==> src/rtl/exc_pkg.sv <==
package exc_pkg;
  localparam int CODE_W = 5;

  typedef enum logic [CODE_W-1:0] {
    EXC_NONE   = 5'd0,
    EXC_RESET  = 5'd1,
    EXC_MCHECK = 5'd2,
    EXC_CRIT   = 5'd3,
    EXC_DSTOR  = 5'd4,
    EXC_ISTOR  = 5'd5,
    EXC_EXT    = 5'd6,
    EXC_ALIGN  = 5'd7,
    EXC_PROG   = 5'd8,
    EXC_FPU    = 5'd9,
    EXC_AUX    = 5'd10,
    EXC_VEC    = 5'd11,
    EXC_SPE    = 5'd12,
    EXC_WDOG   = 5'd13,
    EXC_CDB    = 5'd14,
    EXC_TLBM   = 5'd15,
    EXC_HDEC   = 5'd16
  } exc_code_e;

  typedef enum logic [1:0] {
    PAIR_PRI  = 2'd0,
    PAIR_CRIT = 2'd1,
    PAIR_MC   = 2'd2,
    PAIR_HYP  = 2'd3
  } save_pair_e;

  // status bit positions
  localparam int ST_LE  = 0;
  localparam int ST_RI  = 1;
  localparam int ST_FE1 = 8;
  localparam int ST_FE0 = 11;
  localparam int ST_ME  = 12;
  localparam int ST_FP  = 13;
  localparam int ST_ILE = 16;
  localparam int ST_POW = 18;
  localparam int ST_HV  = 28;

  localparam logic [31:0] SAVE_CLR_MASK = 32'h783F_0000;
  localparam logic [31:0] RSN_FP       = 32'h0010_0000;
  localparam logic [31:0] RSN_ILL      = 32'h0008_0000;
  localparam logic [31:0] RSN_PRIV     = 32'h0004_0000;
  localparam logic [31:0] RSN_TRAP     = 32'h0002_0000;
  localparam logic [31:0] RSN_AUX      = 32'h0001_0000;

  localparam int CR_SHIFT  = 28;
  localparam int WAY_SHIFT = 17;
endpackage

==> src/rtl/exc_vector_table.sv <==
module exc_vector_table #(
  parameter int XLEN   = 32,
  parameter int CODE_W = 5
) (
  input  logic              clk_i,
  input  logic              rst_ni,
  input  logic              we_i,
  input  logic [CODE_W:0]   sel_i,
  input  logic [XLEN-1:0]   data_i,
  input  logic [CODE_W-1:0] code_i,
  output logic [XLEN-1:0]   vec_o,
  output logic [XLEN-1:0]   prefix_o
);
  localparam int NUM_VEC = 1 << CODE_W;

  logic [XLEN-1:0] tab [NUM_VEC];
  logic [XLEN-1:0] prefix_q;

  for (genvar g = 0; g < NUM_VEC; g++) begin : g_ent
    logic [XLEN-1:0] ent_q;
    always_ff @(posedge clk_i or negedge rst_ni) begin
      if (!rst_ni) ent_q <= '1;
      else if (we_i && !sel_i[CODE_W] && sel_i[CODE_W-1:0] == CODE_W'(g)) ent_q <= data_i;
    end
    assign tab[g] = ent_q;
  end

  always_ff @(posedge clk_i or negedge rst_ni) begin
    if (!rst_ni) prefix_q <= '0;
    else if (we_i && sel_i[CODE_W]) prefix_q <= data_i;
  end

  assign vec_o    = tab[code_i];
  assign prefix_o = prefix_q;
endmodule

==> src/rtl/exc_status_builder.sv <==
module exc_status_builder
  import exc_pkg::*;
#(
  parameter int XLEN  = 32,
  parameter int WAYS  = 2,
  parameter int WAY_W = (WAYS > 1) ? $clog2(WAYS) : 1
) (
  input  logic [CODE_W-1:0] code_i,
  input  logic [XLEN-1:0]   pc_i,
  input  logic [XLEN-1:0]   msr_i,
  input  logic [XLEN-1:0]   err_i,
  input  logic [3:0]        cr_i,
  input  logic [WAY_W-1:0]  last_way_i,
  output logic [XLEN-1:0]   save_addr_o,
  output logic [XLEN-1:0]   saved_msr_o,
  output logic [XLEN-1:0]   new_msr_o,
  output save_pair_e        pair_o,
  output logic              drop_o,
  output logic              known_o
);
  logic [XLEN-1:0]  sv, nm;
  logic             cur;
  logic [WAY_W-1:0] next_way;

  // power-of-two ways: truncation is the wrap
  assign next_way = last_way_i + WAY_W'(1);

  always_comb begin
    sv        = msr_i & ~XLEN'(SAVE_CLR_MASK);
    nm        = '0;
    nm[ST_ME] = msr_i[ST_ME];
    cur       = 1'b0;
    pair_o    = PAIR_PRI;
    drop_o    = 1'b0;
    known_o   = 1'b1;
    case (code_i)
      EXC_RESET: begin
        if (msr_i[ST_POW]) sv = sv | XLEN'(RSN_AUX);
        else nm[ST_ME] = 1'b0;
      end
      EXC_MCHECK: begin
        nm[ST_ME] = 1'b0;
        pair_o    = PAIR_MC;
      end
      EXC_CRIT, EXC_WDOG, EXC_CDB: pair_o = PAIR_CRIT;
      EXC_ISTOR: sv = sv | err_i;
      EXC_DSTOR, EXC_EXT: ;
      EXC_ALIGN, EXC_FPU, EXC_AUX, EXC_VEC, EXC_SPE: cur = 1'b1;
      EXC_PROG: begin
        case (err_i[1:0])
          2'd0: begin
            if (!msr_i[ST_FP] || (!msr_i[ST_FE0] && !msr_i[ST_FE1])) begin
              drop_o = 1'b1;
            end else begin
              sv = sv | XLEN'(RSN_FP);
              if (msr_i[ST_FE0] != msr_i[ST_FE1]) begin
                sv  = sv | XLEN'(RSN_AUX);
                cur = 1'b1;
              end
            end
          end
          2'd1: begin sv = sv | XLEN'(RSN_ILL);  cur = 1'b1; end
          2'd2: begin sv = sv | XLEN'(RSN_PRIV); cur = 1'b1; end
          default: begin sv = sv | XLEN'(RSN_TRAP); cur = 1'b1; end
        endcase
      end
      EXC_TLBM: begin
        sv = sv | (XLEN'(cr_i) << CR_SHIFT) | err_i | (XLEN'(next_way) << WAY_SHIFT);
      end
      EXC_HDEC: begin
        pair_o    = PAIR_HYP;
        nm[ST_HV] = 1'b1;
        nm[ST_RI] = msr_i[ST_RI];
      end
      default: known_o = 1'b0;
    endcase
    if (msr_i[ST_ILE]) nm[ST_LE] = 1'b1;
  end

  assign saved_msr_o = sv;
  assign new_msr_o   = nm;
  assign save_addr_o = cur ? (pc_i - XLEN'(4)) : pc_i;
endmodule

==> src/rtl/exc_entry_unit.sv <==
module exc_entry_unit
  import exc_pkg::*;
#(
  parameter int XLEN     = 32,
  parameter int TLB_WAYS = 2,
  localparam int WAY_W   = (TLB_WAYS > 1) ? $clog2(TLB_WAYS) : 1
) (
  input  logic              clk_i,
  input  logic              rst_ni,
  input  logic              take_i,
  input  logic [CODE_W-1:0] code_i,
  input  logic [XLEN-1:0]   err_i,
  input  logic [XLEN-1:0]   pc_i,
  input  logic [XLEN-1:0]   msr_i,
  input  logic [3:0]        cr_i,
  input  logic [WAY_W-1:0]  last_way_i,
  input  logic              cfg_we_i,
  input  logic [CODE_W:0]   cfg_sel_i,
  input  logic [XLEN-1:0]   cfg_data_i,
  output logic [XLEN-1:0]   pc_o,
  output logic [XLEN-1:0]   msr_o,
  output logic [XLEN-1:0]   srr0_o,
  output logic [XLEN-1:0]   srr1_o,
  output logic [XLEN-1:0]   csrr0_o,
  output logic [XLEN-1:0]   csrr1_o,
  output logic [XLEN-1:0]   mcsrr0_o,
  output logic [XLEN-1:0]   mcsrr1_o,
  output logic [XLEN-1:0]   hsrr0_o,
  output logic [XLEN-1:0]   hsrr1_o,
  output logic              done_o,
  output logic              vec_err_o,
  output logic              checkstop_o
);
  logic [XLEN-1:0] vec, prefix, save_addr, saved_msr, new_msr;
  save_pair_e      pair;
  logic            drop, known, active, vec_bad, accept, bad_take;

  exc_vector_table #(.XLEN(XLEN), .CODE_W(CODE_W)) u_tab (
    .clk_i   (clk_i),
    .rst_ni  (rst_ni),
    .we_i    (cfg_we_i),
    .sel_i   (cfg_sel_i),
    .data_i  (cfg_data_i),
    .code_i  (code_i),
    .vec_o   (vec),
    .prefix_o(prefix)
  );

  exc_status_builder #(.XLEN(XLEN), .WAYS(TLB_WAYS), .WAY_W(WAY_W)) u_bld (
    .code_i     (code_i),
    .pc_i       (pc_i),
    .msr_i      (msr_i),
    .err_i      (err_i),
    .cr_i       (cr_i),
    .last_way_i (last_way_i),
    .save_addr_o(save_addr),
    .saved_msr_o(saved_msr),
    .new_msr_o  (new_msr),
    .pair_o     (pair),
    .drop_o     (drop),
    .known_o    (known)
  );

  // code 0 and dropped FP exceptions are silent
  assign active   = take_i && (code_i != EXC_NONE) && !drop;
  assign vec_bad  = !known || (vec == '1);
  assign accept   = active && !vec_bad;
  assign bad_take = active && vec_bad;

  always_ff @(posedge clk_i or negedge rst_ni) begin
    if (!rst_ni) begin
      pc_o        <= '0;
      msr_o       <= '0;
      srr0_o      <= '0;
      srr1_o      <= '0;
      csrr0_o     <= '0;
      csrr1_o     <= '0;
      mcsrr0_o    <= '0;
      mcsrr1_o    <= '0;
      hsrr0_o     <= '0;
      hsrr1_o     <= '0;
      done_o      <= 1'b0;
      vec_err_o   <= 1'b0;
      checkstop_o <= 1'b0;
    end else begin
      done_o    <= accept;
      vec_err_o <= bad_take;
      if (accept) begin
        pc_o  <= vec | prefix;
        msr_o <= new_msr;
        case (pair)
          PAIR_PRI:  begin srr0_o <= save_addr; srr1_o <= saved_msr; end
          PAIR_CRIT: begin csrr0_o <= save_addr; csrr1_o <= saved_msr; end
          PAIR_MC: begin
            mcsrr0_o <= save_addr; mcsrr1_o <= saved_msr;
            csrr0_o  <= save_addr; csrr1_o  <= saved_msr;
          end
          default:   begin hsrr0_o <= save_addr; hsrr1_o <= saved_msr; end
        endcase
        if (code_i == EXC_MCHECK && !msr_i[ST_ME]) checkstop_o <= 1'b1;
      end
    end
  end

  localparam logic [XLEN-1:0] NEW_KEEP =
    (XLEN'(1) << ST_ME) | (XLEN'(1) << ST_LE) | (XLEN'(1) << ST_HV) | (XLEN'(1) << ST_RI);

  a_r4_checkstop_sticky: assert property (@(posedge clk_i) disable iff (!rst_ni)
    checkstop_o |=> checkstop_o);
  a_r4_mc_stop: assert property (@(posedge clk_i) disable iff (!rst_ni)
    (accept && code_i == EXC_MCHECK && !msr_i[ST_ME]) |=> checkstop_o);
  a_r4_mc_me_clear: assert property (@(posedge clk_i) disable iff (!rst_ni)
    (accept && code_i == EXC_MCHECK) |=> !msr_o[ST_ME]);
  a_r3_new_clean: assert property (@(posedge clk_i) disable iff (!rst_ni)
    accept |=> ((msr_o & ~NEW_KEEP) == '0));
  a_r2_ext_saved: assert property (@(posedge clk_i) disable iff (!rst_ni)
    (accept && code_i == EXC_EXT) |=> (srr1_o == ($past(msr_i) & ~XLEN'(SAVE_CLR_MASK))));
  a_r12_le: assert property (@(posedge clk_i) disable iff (!rst_ni)
    (accept && msr_i[ST_ILE]) |=> msr_o[ST_LE]);
  a_r11_err_excl: assert property (@(posedge clk_i) disable iff (!rst_ni)
    vec_err_o |-> !done_o);
  a_r13_done: assert property (@(posedge clk_i) disable iff (!rst_ni)
    accept |=> done_o);
  a_r7_drop_quiet: assert property (@(posedge clk_i) disable iff (!rst_ni)
    (take_i && drop) |=> (!done_o && !vec_err_o && $stable(msr_o)));
endmodule

==> config.mk <==
export PLATFORM = sky130hd
export DESIGN_NAME = exc_entry_unit
export DESIGN_NICKNAME = d
export VERILOG_FILES = /design/src/rtl/exc_pkg.sv /design/src/rtl/exc_vector_table.sv /design/src/rtl/exc_status_builder.sv /design/src/rtl/exc_entry_unit.sv
export SDC_FILE = /design/constraint.sdc
export NUM_CORES = 2
export LEC_CHECK = 0
export BUFFER_PORTS_ARGS = -buffer_cell sky130_fd_sc_hd__buf_2
export CAP_MARGIN = 10
export CORE_MARGIN = 5
export CORE_UTILIZATION = 50
export CTS_CLUSTER_DIAMETER = 40
export DETAILED_ROUTE_END_ITERATION = 7
export MAX_ROUTING_LAYER = met4
export PLACE_DENSITY = 0.79
export REMOVE_ABC_BUFFERS = 1
export SLEW_MARGIN = 20
export SYNTH_ARGS = -nofsm -noshare
export SYNTH_HDL_FRONTEND = slang
export SYNTH_HIERARCHICAL = 1
export SYNTH_SLANG_ARGS = --single-unit
==> constraint.sdc <==
create_clock -name clk_i -period 2.9 [get_ports clk_i]
set_input_delay 0.58 -clock clk_i [delete_from_list [all_inputs] [get_ports clk_i]]
set_output_delay 0.58 -clock clk_i [all_outputs]
set_load 0.05 [all_outputs]
==> summary.txt <==
Synthesis
  – List of most frequent post-synthesis cells: 1062 x mux2_2, 1024 x dfstp_2, 545 x mux2i_1, 355 x dfrtp_1, 276 x mux2_1
  – Synth top area cells: dfstp_2 42%, mux2_2 19%, dfrtp_1 14%
  – Cell variety after synth: 59
  – Ys flop type: dfstp_2
  – Yosys warns: 6
  – Register area share after synthesis: 56.4%
  – #FFs+latches synth: 1379
  – Post-synth top area cell: dfstp_2
  – Synthesized area: 63500 um2
  – Area fraction of the dominant cell type after synthesis: 42.4%
  – Most common cell in the netlist: mux2_2
  – Syn Inst Count: 4517
  – Asr flop ratio synth: 100%
  – Avg Inst Size Synth: 14.0 um2
  – EDFF count, synth: 0

GRT
  – Largest net degree at the start of global routing: 108
  – Gr usage total: 27.7%
  – Initial antenna violation count: 15
  – Vias in the first global route: 43200
  – First-pass GRT wire length: 277000 um
  – GRT Residual Overflow: 0

CTS
  – CTS tree: done
  – H-tree levels: 4
  – CTS Sinks: 1379
  – Worst-path clk slew: 0.05 ns
  – Root Buffer: clkbuf_16
  – CTS max path bufs: 3
  – Clk_lat worst skew: 0.79 ns
  – CTS buffer count: 175

Layout
  – Reg area: 35800 um2
  – Area delta synth->final: 22.6%
  – Area of the multi-input gates: 26300 um2
  – Filler Cell Count: 9199
  – Final core utilization: 61.8%
  – Net count, final: 5368
  – Share of layout cells above drive strength 1: 64.9%

Timing
  – Max-slew violation count: 0
  – Final setup fails: 322
  – Least-Margin Pin Slew: 0.978 ns
  – Final Hold Vio Count: 0
  – Clock Skew: 0.0439 ns
  – Worst setup slack after layout: -0.321 ns
  – Final period util: 111%
  – RSZ-0062 raised after global routing: true
  – Worst slew margin: 34.4%
  – Fmax achieved: 0.310 GHz
  – Final Critical Period: 3.22 ns

Worst setup path
  – CP Class: in -> reg
  – Critical Path Start Type: primary input
  – Setup crit end kind: flop
  – CP Max Fanout: 24
  – Worst Path Required: 3.54 ns
  – Worst Path Arrival: 3.86 ns

Drt
  – Vias per cell: 5.94
  – Drt pass-1 iters: 6
  – DRT iter0 DRCs: 3158
  – Vias: 41700
  – Drt total wl: 187000 um
  – DRC: 0
  – DR WL/cell: 26.7 um
  – ANT nets after route: 0

Power and ir drop
  – VDD IR max: 0.654 mV
  – Pleak: 0.0349 uW
  – Power Density: 755 nW/um2

Floorplanning
  – Die Span X: 366 um
  – Starting Density: 50.4%
  – DIE AREA: 134000 um2
  – Core area: 126000 um2
  – Die Height: 366 um
  – Row cnt: 130
  – # IOs: 471

Placement
  – Port Buffer Count: 462
  – RD Place Congestion: 0.918
  – Pre-CTS setup slack: -1.01 ns
  – DP HPWL: 114000 um

Run
  – Number of max-cap violations: 0

Run status
  – Failing checks: setup timing
  – Outcome: complete, but fails checks

Hold path
  – Min-delay worst type: in -> reg
==> critical path: stages <==
cell and delay (ns):
buf_8 0.19, buf_16 0.24, buf_4 0.27, mux2i_1 0.11
a22o_1 0.23, nor3_1 0.22, a31oi_1 0.08, nand3_1 0.17
nand4_1 0.29, nor4_4 0.47, buf_12 0.19, a211oi_4 0.07
buf_6 0.16, buf_12 0.16, mux2_1 0.33
==> through the flow <==
| step | instances | cell area, um2 | hold slack (ns) | total power [uW] | TNS (ns) |
|---|---|---|---|---|---|
| CTS | 6986 | 77100 | 0.0316 | 58700 | -58.84 |
| global route | 7021 | 77800 | 0.0625 | 60900 | -83.62 |
| finish | 7023 | 77800 | 0.0894 | 58700 | -78.79 |
| floorplan | 4141 | 61600 | 0.284 | 32000 | -1778.65 |
| detailed placement | 6660 | 70700 | 0.451 | 36000 | -309.56 |
| global placement | 6660 | 70700 | 0.450 | 35500 | -304.54 |
==> per-layer routing <==
metal | vias up | share of wire [%] | track usage (%)
met2 | 1699 | 48 | 44.0
met3 | 432 | 6.8 | 5.30
met4 | 0 | 3.8 | 10.4
li1 | 17700 | - | -
met1 | 21900 | 41 | 35.5
met5 | - | 0 | -
==> registers in the layout (all words and copies together), names as in the netlist <==
name / count
msr_o: 32
checkstop_o: 1
csrr0_o: 32
hsrr0_o: 32
mcsrr0_o: 32
pc_o: 32
done_o: 1
hsrr1_o: 32
srr1_o: 32
u_tab/prefix_o: 32
u_tab/g_ent.ent_q: 1024
srr0_o: 32
mcsrr1_o: 32
vec_err_o: 1
csrr1_o: 32
==> report_power, final <==
part	switching (uW)	leakage [uW]	internal [uW]
clock	8760	0.00298	13800
sequential	1530	0.0151	23500
combinational	6910	0.0168	4260
total	17200	0.0349	41500
==> logic make-up after synthesis <==
group	share of synthesized area (%)
compound gates	4.04
xor+xnor	0.428
fa+ha+maj	0.0986
buf+inv	3.34
flops	56.4
mux	32.5
other cells	0.00591
simple gates	3.21
==> layout by cell type (no fill, tap or decap), types with 93 or more instances in the layout <==
master / netlist / routed
mux2_1: 276 / 168
dfstp_2: 1024 / 1024
nand2_1: 124 / 110
nand3_1: 100 / 93
a21oi_1: 101 / 101
a22oi_1: 96 / 96
mux2_2: 1062 / 1063
mux2i_1: 545 / 543
buf_12: 0 / 115
buf_4: 49 / 297
clkbuf_16: 0 / 185
buf_2: 175 / 460
mux2_4: 6 / 113
dfrtp_1: 355 / 355
==> cell type report <==
cell class                      instances  share of cell area (%)
Timing Repair Buffer                  897                    9.33
Clock inverter                        104                    1.70
Clock buffer                          220                    6.20
Sequential cell                      1379                    46.0
Tap cell                             1650                    2.65
Multi-Input combinational cell       2717                    33.8
Antenna cell                           11                  0.0354
Inverter                               45                   0.217
==> path summary, 6_finish.rpt <==
path                                           from                        to  slack [ns]  depth (start not counted)
setup / recovery                          code_i[1]               mcsrr0_o[8]       -0.32                         15
hold / removal                            msr_i[16]                  msr_o[0]        0.09                          2
setup reg to reg           u_tab/g_ent[2].ent_q[27]               mcsrr0_o[8]       -0.30                         13
hold reg to reg                         checkstop_o               checkstop_o        0.46                          1
max in group asynchronous                    rst_ni  u_tab/g_ent[12].ent_q[8]        1.42                          4
min in group asynchronous                    rst_ni               csrr0_o[20]        0.33                          2
==> repair_timing <==
| action | 4_1_cts | 5_1_grt |
|---|---|---|
| cloned | 1 | 8 |
| hold endpoints to repair | 16 | 0 |
| setup buffers | 0 | 18 |
| endpoints found under the setup margin | 321 | 321 |
| hold buffers | 1 | 0 |
| gates resized for setup | 50 | 90 |
| pin swaps | 5 | 7 |
Power figures use the tool's default switching activity.
